**src/rtl/vpic.sv**
```systemverilog
`timescale 1ns/1ps
module vpic #(
  parameter int NSRC = 32,
  parameter int NPRI = 8,
  parameter int AW   = 7,
  parameter int DW   = 32
) (
  input  logic            clk,
  input  logic            rst_n,
  input  logic [NSRC-1:0] irq_src,
  input  logic            bus_wr,
  input  logic            bus_rd,
  input  logic [AW-1:0]   bus_addr,
  input  logic [DW-1:0]   bus_wdata,
  output logic [DW-1:0]   bus_rdata,
  output logic            irq_n,
  output logic            fiq_n
);
  localparam int SW = $clog2(NSRC);
  localparam int LW = $clog2(NPRI);
  localparam logic [AW-1:0] A_VEC0 = AW'(NSRC);
  localparam logic [AW-1:0] A_IVR  = AW'(2*NSRC);
  localparam logic [AW-1:0] A_ENS  = AW'(2*NSRC+1);
  localparam logic [AW-1:0] A_ENC  = AW'(2*NSRC+2);
  localparam logic [AW-1:0] A_PCLR = AW'(2*NSRC+3);
  localparam logic [AW-1:0] A_EOI  = AW'(2*NSRC+4);
  localparam logic [AW-1:0] A_SPUR = AW'(2*NSRC+5);
  localparam logic [AW-1:0] A_CTRL = AW'(2*NSRC+6);
  localparam logic [AW-1:0] A_FRC  = AW'(2*NSRC+7);
  localparam logic [AW-1:0] A_PEND = AW'(2*NSRC+8);
  localparam logic [AW-1:0] A_EN   = AW'(2*NSRC+9);
  localparam logic [AW-1:0] A_DEP  = AW'(2*NSRC+10);

  logic [NSRC-1:0] src_q, pend_e, pend, hit, en, frc;
  logic            protect, gmask;
  logic [DW-1:0]   spur;
  logic [LW-1:0]   prio [NSRC];
  logic [1:0]      mode [NSRC];
  logic [DW-1:0]   vec  [NSRC];
  logic [LW-1:0]   stk  [NPRI];
  logic [LW:0]     depth;
  logic [LW-1:0]   top_idx, cur_lvl, best_p;
  logic [SW-1:0]   best_i, cfg_sel, vec_sel;
  logic            found, beats, go, rd_ivr, wr_ivr, eoi, clr_w, fiq_want;

  assign rd_ivr  = bus_rd && bus_addr == A_IVR;
  assign wr_ivr  = bus_wr && bus_addr == A_IVR;
  assign eoi     = bus_wr && bus_addr == A_EOI;
  assign clr_w   = bus_wr && bus_addr == A_PCLR;
  assign cfg_sel = SW'(bus_addr);
  assign vec_sel = SW'(bus_addr - A_VEC0);
  assign top_idx = LW'(depth - 1'b1);
  assign cur_lvl = stk[top_idx];

  always_comb begin
    for (int i = 0; i < NSRC; i++) begin
      pend[i] = mode[i][1] ? pend_e[i] : (mode[i][0] ? irq_src[i] : !irq_src[i]);
      hit[i]  = mode[i][0] ? (irq_src[i] && !src_q[i]) : (!irq_src[i] && src_q[i]);
    end
  end

  always_comb begin
    found  = 1'b0;
    best_i = '0;
    best_p = '0;
    for (int i = NSRC-1; i >= 1; i--)
      if (pend[i] && en[i] && !frc[i] && (!found || prio[i] >= best_p)) begin
        found  = 1'b1;
        best_i = SW'(i);
        best_p = prio[i];
      end
  end

  assign beats    = found && (depth == '0 || best_p > cur_lvl);
  assign go       = beats && (protect ? wr_ivr : rd_ivr);
  assign fiq_want = |(pend & en & (frc | NSRC'(1)));

  always_comb begin
    bus_rdata = '0;
    if (bus_addr < A_VEC0) begin
      bus_rdata[LW-1:0] = prio[cfg_sel];
      bus_rdata[5:4]    = mode[cfg_sel];
    end else if (bus_addr < A_IVR) bus_rdata = vec[vec_sel];
    else case (bus_addr)
      A_IVR:  bus_rdata = beats ? vec[best_i] : spur;
      A_SPUR: bus_rdata = spur;
      A_CTRL: bus_rdata = DW'({gmask, protect});
      A_FRC:  bus_rdata = DW'(frc);
      A_PEND: bus_rdata = DW'(pend);
      A_EN:   bus_rdata = DW'(en);
      A_DEP:  bus_rdata = DW'(depth);
      default: bus_rdata = '0;
    endcase
  end

  always_ff @(posedge clk or negedge rst_n) begin
    if (!rst_n) begin
      src_q <= '0; pend_e <= '0; en <= '0; frc <= '0;
      protect <= 1'b0; gmask <= 1'b0; spur <= '0;
      irq_n <= 1'b1; fiq_n <= 1'b1; depth <= '0;
      for (int i = 0; i < NSRC; i++) begin
        prio[i] <= '0; mode[i] <= 2'b01; vec[i] <= '0;
      end
      for (int k = 0; k < NPRI; k++) stk[k] <= '0;
    end else begin
      src_q <= irq_src;
      irq_n <= !(beats && !gmask);
      fiq_n <= !(fiq_want && !gmask);
      for (int i = 0; i < NSRC; i++)
        pend_e[i] <= mode[i][1] && (hit[i] ||
                     (pend_e[i] && !(clr_w && bus_wdata[i]) && !(go && best_i == SW'(i))));
      if (go) begin
        stk[depth[LW-1:0]] <= best_p;
        depth <= depth + 1'b1;
      end else if (eoi && depth != '0) depth <= depth - 1'b1;
      if (bus_wr) begin
        if (bus_addr < A_VEC0) begin
          prio[cfg_sel] <= bus_wdata[LW-1:0];
          mode[cfg_sel] <= bus_wdata[5:4];
        end else if (bus_addr < A_IVR) vec[vec_sel] <= bus_wdata;
        else case (bus_addr)
          A_ENS:  en <= en | bus_wdata[NSRC-1:0];
          A_ENC:  en <= en & ~bus_wdata[NSRC-1:0];
          A_SPUR: spur <= bus_wdata;
          A_CTRL: begin protect <= bus_wdata[0]; gmask <= bus_wdata[1]; end
          A_FRC:  frc <= bus_wdata[NSRC-1:0] & ~NSRC'(1);
          default: ;
        endcase
      end
    end
  end

  AST_MASK_QUIET: assert property (@(posedge clk) disable iff (!rst_n)
    gmask |=> (irq_n && fiq_n));
  AST_FAST_SRC0: assert property (@(posedge clk) disable iff (!rst_n)
    (pend[0] && en[0] && !gmask) |=> !fiq_n);
  AST_DEPTH_LIMIT: assert property (@(posedge clk) disable iff (!rst_n)
    depth <= (LW+1)'(NPRI));
  AST_NEST_UP: assert property (@(posedge clk) disable iff (!rst_n)
    (go && depth != '0) |=> stk[top_idx] > $past(cur_lvl));
  AST_PROTECT_READ: assert property (@(posedge clk) disable iff (!rst_n)
    (protect && rd_ivr && !wr_ivr && !eoi) |=> $stable(depth));
  AST_ACK_CLEARS: assert property (@(posedge clk) disable iff (!rst_n)
    (go && mode[best_i][1] && !hit[best_i]) |=> !pend_e[$past(best_i)]);
endmodule

```
**config.mk**
```make
export PLATFORM = sky130hd
export DESIGN_NAME = vpic
export DESIGN_NICKNAME = d
export VERILOG_FILES = /design/src/rtl/vpic.sv
export SDC_FILE = /design/constraint.sdc
export NUM_CORES = 2
export LEC_CHECK = 0
export BUFFER_PORTS_ARGS = -buffer_cell sky130_fd_sc_hd__buf_4
export CAP_MARGIN = 25
export CORE_MARGIN = 5
export CORE_UTILIZATION = 45
export CTS_BUF_LIST = sky130_fd_sc_hd__clkbuf_16
export DETAILED_ROUTE_END_ITERATION = 8
export HOLD_SLACK_MARGIN = 0.05
export PLACE_DENSITY = 0.68
export SLEW_MARGIN = 30
export SYNTH_ARGS = -nofsm -noshare
export SYNTH_HDL_FRONTEND = slang
export SYNTH_SLANG_ARGS = --single-unit
```
**constraint.sdc**
```tcl
create_clock -name clk -period 49.3 [get_ports clk]
set_clock_uncertainty 0.1 [all_clocks]
set_input_delay 4.93 -clock clk [delete_from_list [all_inputs] [get_ports clk]]
set_output_delay 4.93 -clock clk [all_outputs]
set_load 0.01 [all_outputs]
```
==> run metrics <==
gr busiest metal=met2; CTS tree=built; vias in the first global route=60210; synthesized net count=6330; flop-to-flop setup slack=9210 ps; Hold Path Class=register to register; DRT Pass-1 Iters=7; IO buf count=108; Final Power=0.005008 W; total track usage=31.85%; power per standard cell area=56.83 nW/µm²; Global Route met2 Usage=47.24%; TritonCTS Buffers=142; clk root buf=clkbuf_16; Slew HR=24.83%; final instance area=88120 µm²; vias per inst=6.978; Final Critical Period=48940 ps; antenna violations before repair=17; setup_tns=0 ps; clk buf depth=3; Hold-fix buffers, CTS=0; DP Wirelength=177900 µm; fmax=20.43 MHz; grt ovf=0; Synth async-reset ratio=100.0%; slowest cell on the critical path=nor4_1; routing usage on met3=9.650%; area grow syn2layout=17.17%; Synth Instances=6183; Final setup viols=0; CP Class=input port to output port; Post-synth EDFFs=0; layout cells sized above 1=43.71%; die span in y=418.8 µm; Die Wd=418.8 µm; RSZ-0062 raised after global routing=yes; Tightest Pin Transition=1096 ps; global-route wire length before repair=414500 µm; Cell Area, Synth=75210 µm²; Die Area=175400 µm²; CP dominant cell by count=nand2b_4; Starting Density=45.13%; CP startpoint kind=input port; largest net degree at the start of global routing=141; Detailed Route WL=286900 µm; Final Cycle Share=99.28%; Syn Area/Cell=12.16 µm²; number of routed nets with antenna violations=0; Final Util=52.88%; CP Max Fanout=9; Post-Route Hold Slack=377.5 ps; Worst Setup End Kind=output port; Final Wtd Congestion=0.9609; WP data arrival=43910 ps; synth unique cells=106; clock transition at the registers of the reported paths=60 ps; max incr delay on CP=630 ps; wire per inst=32.82 µm; CTS H-tree depth=4; status=completed; MaxCap Viol Count=0; row count=150; total vias in the final route=61010; final hold vios=0; Primary FF master, synth=dfrtp_1; worst vdd ir=0.00005627 V; clock latency on the worst-skew pair=800 ps; Leak=39.18 nW; Critical Path RT=44270 ps; post-placement cell area=80980 µm²; Synth Warn #=0; DRC Markers=0; sequential fraction of the synthesis area=45.81%; met1 Use GR=40.97%; CTS sink cnt=1375; core outline area=166700 µm²; Final #Nets=6561; io pins=109; synthesis-stage register bit count=1375; Final Max Tran Viols=0; Iter 0 DRT Violations=8387
==> registers in the layout (all words and copies together), names as in the netlist, named ones only <==
signal,cells
src_q,32
depth,4
spur,32
protect,1
pend_e,32
prio,96
frc,31
irq_n,1
fiq_n,1
mode,64
stk,24
gmask,1
vec,1024
==> where the power goes <==
part,switching (W),leakage [nW],internal [W]
Clock,0.000475,2.25,0.000566
Combinational,0.00157,18.5,0.00108
Sequential,0.0000920,18.5,0.00122
Total,0.00214,39.2,0.00287
==> synth_stat cells, types with 53 or more instances <==
| library cell | n | area (µm²) |
|---|---|---|
| dfrtp_1 | 1341 | 33560 |
| mux2_2 | 1235 | 13910 |
| o22ai_1 | 385 | 2409 |
| mux4_2 | 376 | 8468 |
| clkbuf_1 | 358 | 1344 |
| nand2_1 | 324 | 1216 |
| nor2_1 | 283 | 1062 |
| o21ai_0 | 270 | 1351 |
| a21oi_1 | 169 | 845.8 |
| buf_1 | 112 | 420.4 |
| inv_1 | 104 | 390.4 |
| o211ai_1 | 79 | 593.1 |
| ha_1 | 72 | 900.9 |
| nand3_1 | 71 | 355.3 |
| a31oi_1 | 58 | 362.9 |
| buf_2 | 56 | 280.3 |
| o221ai_1 | 53 | 464.2 |
==> metal layers <==
metal,up-vias,share of wire (%)
met2,4323,44
met5,-,0.017
met1,31340,37
li1,24240,-
met3,1093,12
met4,8,7.3
==> cell type report <==
cell class	count	area, µm²
tap	2204	2758
fill	13990	78540
antenna	14	35.03
timing repair buffer	618	5503
clock buffer	145	3628
sequential	1375	34450
clock inverter	110	720.7
multi-input combinational	4171	40630
inverter	106	397.9
==> timing repair <==
action | 4_1_cts | 5_1_grt
setup endpoints to repair | 32 | 32
resized for setup | 89 | 356
hold endpoints to repair | 0 | 0
setup buffers | 31 | 50
pin swaps | 56 | 201
==> path summary, 6_finish.rpt <==
path,from,cells past startpoint,end
max in group asynchronous,rst_n,7,vec[297]
min in group asynchronous,rst_n,1,vec[825]
worst max-delay path,irq_src[31],219,bus_rdata[31]
worst min-delay path,stk[13],2,stk[13]
worst max register to register,mode[0],218,pend_e[15]
worst min register to register,stk[13],2,stk[13]
==> cell families (layout without fill, tap and decap cells) <==
kind of cell    after synthesis  count (layout)  share of synthesized area, %
mux                        1656            1656                         30.37
compound gates             1433            1433                         12.79
flops                      1375            1375                         45.81
simple gates                971             971                         6.084
buf+inv                     637             979                         3.302
fa+ha+maj                    75              75                         1.238
xor+xnor                     36              36                        0.4192
other cells                   0              14                             0
==> critical path: cells and delay by family <==
kind / cells / cell delay [ps]
adder cells (fa/ha/maj): 33 / 8630
buffers and inverters: 14 / 1920
AO/OA/AOI/OAI: 94 / 16210
multiplexers: 6 / 1990
XOR/XNOR: 1 / 130
AND/OR/NAND/NOR: 71 / 9970
==> layout by cell type (no fill, tap or decap), drive strengths merged, types with 51 or more instances in the layout <==
master	n
a21oi	169
mux2	1235
dfrtp	1341
mux4	376
nor3	51
o211ai	80
nor2	283
nand3	74
clkinv	65
o221ai	53
buf	618
o22ai	385
nand2	324
clkbuf	145
a31oi	58
inv	143
ha	72
o21ai	296
==> metrics by stage <==
step                instances  setup WS [ps]
floorplan                6183          1.439
global placement         8392         -377.1
detailed placement       8395          -1370
CTS                      8681          3.308
global route             8736          -1190
finish                   8743          357.2
(Power assumes the default switching activity.)
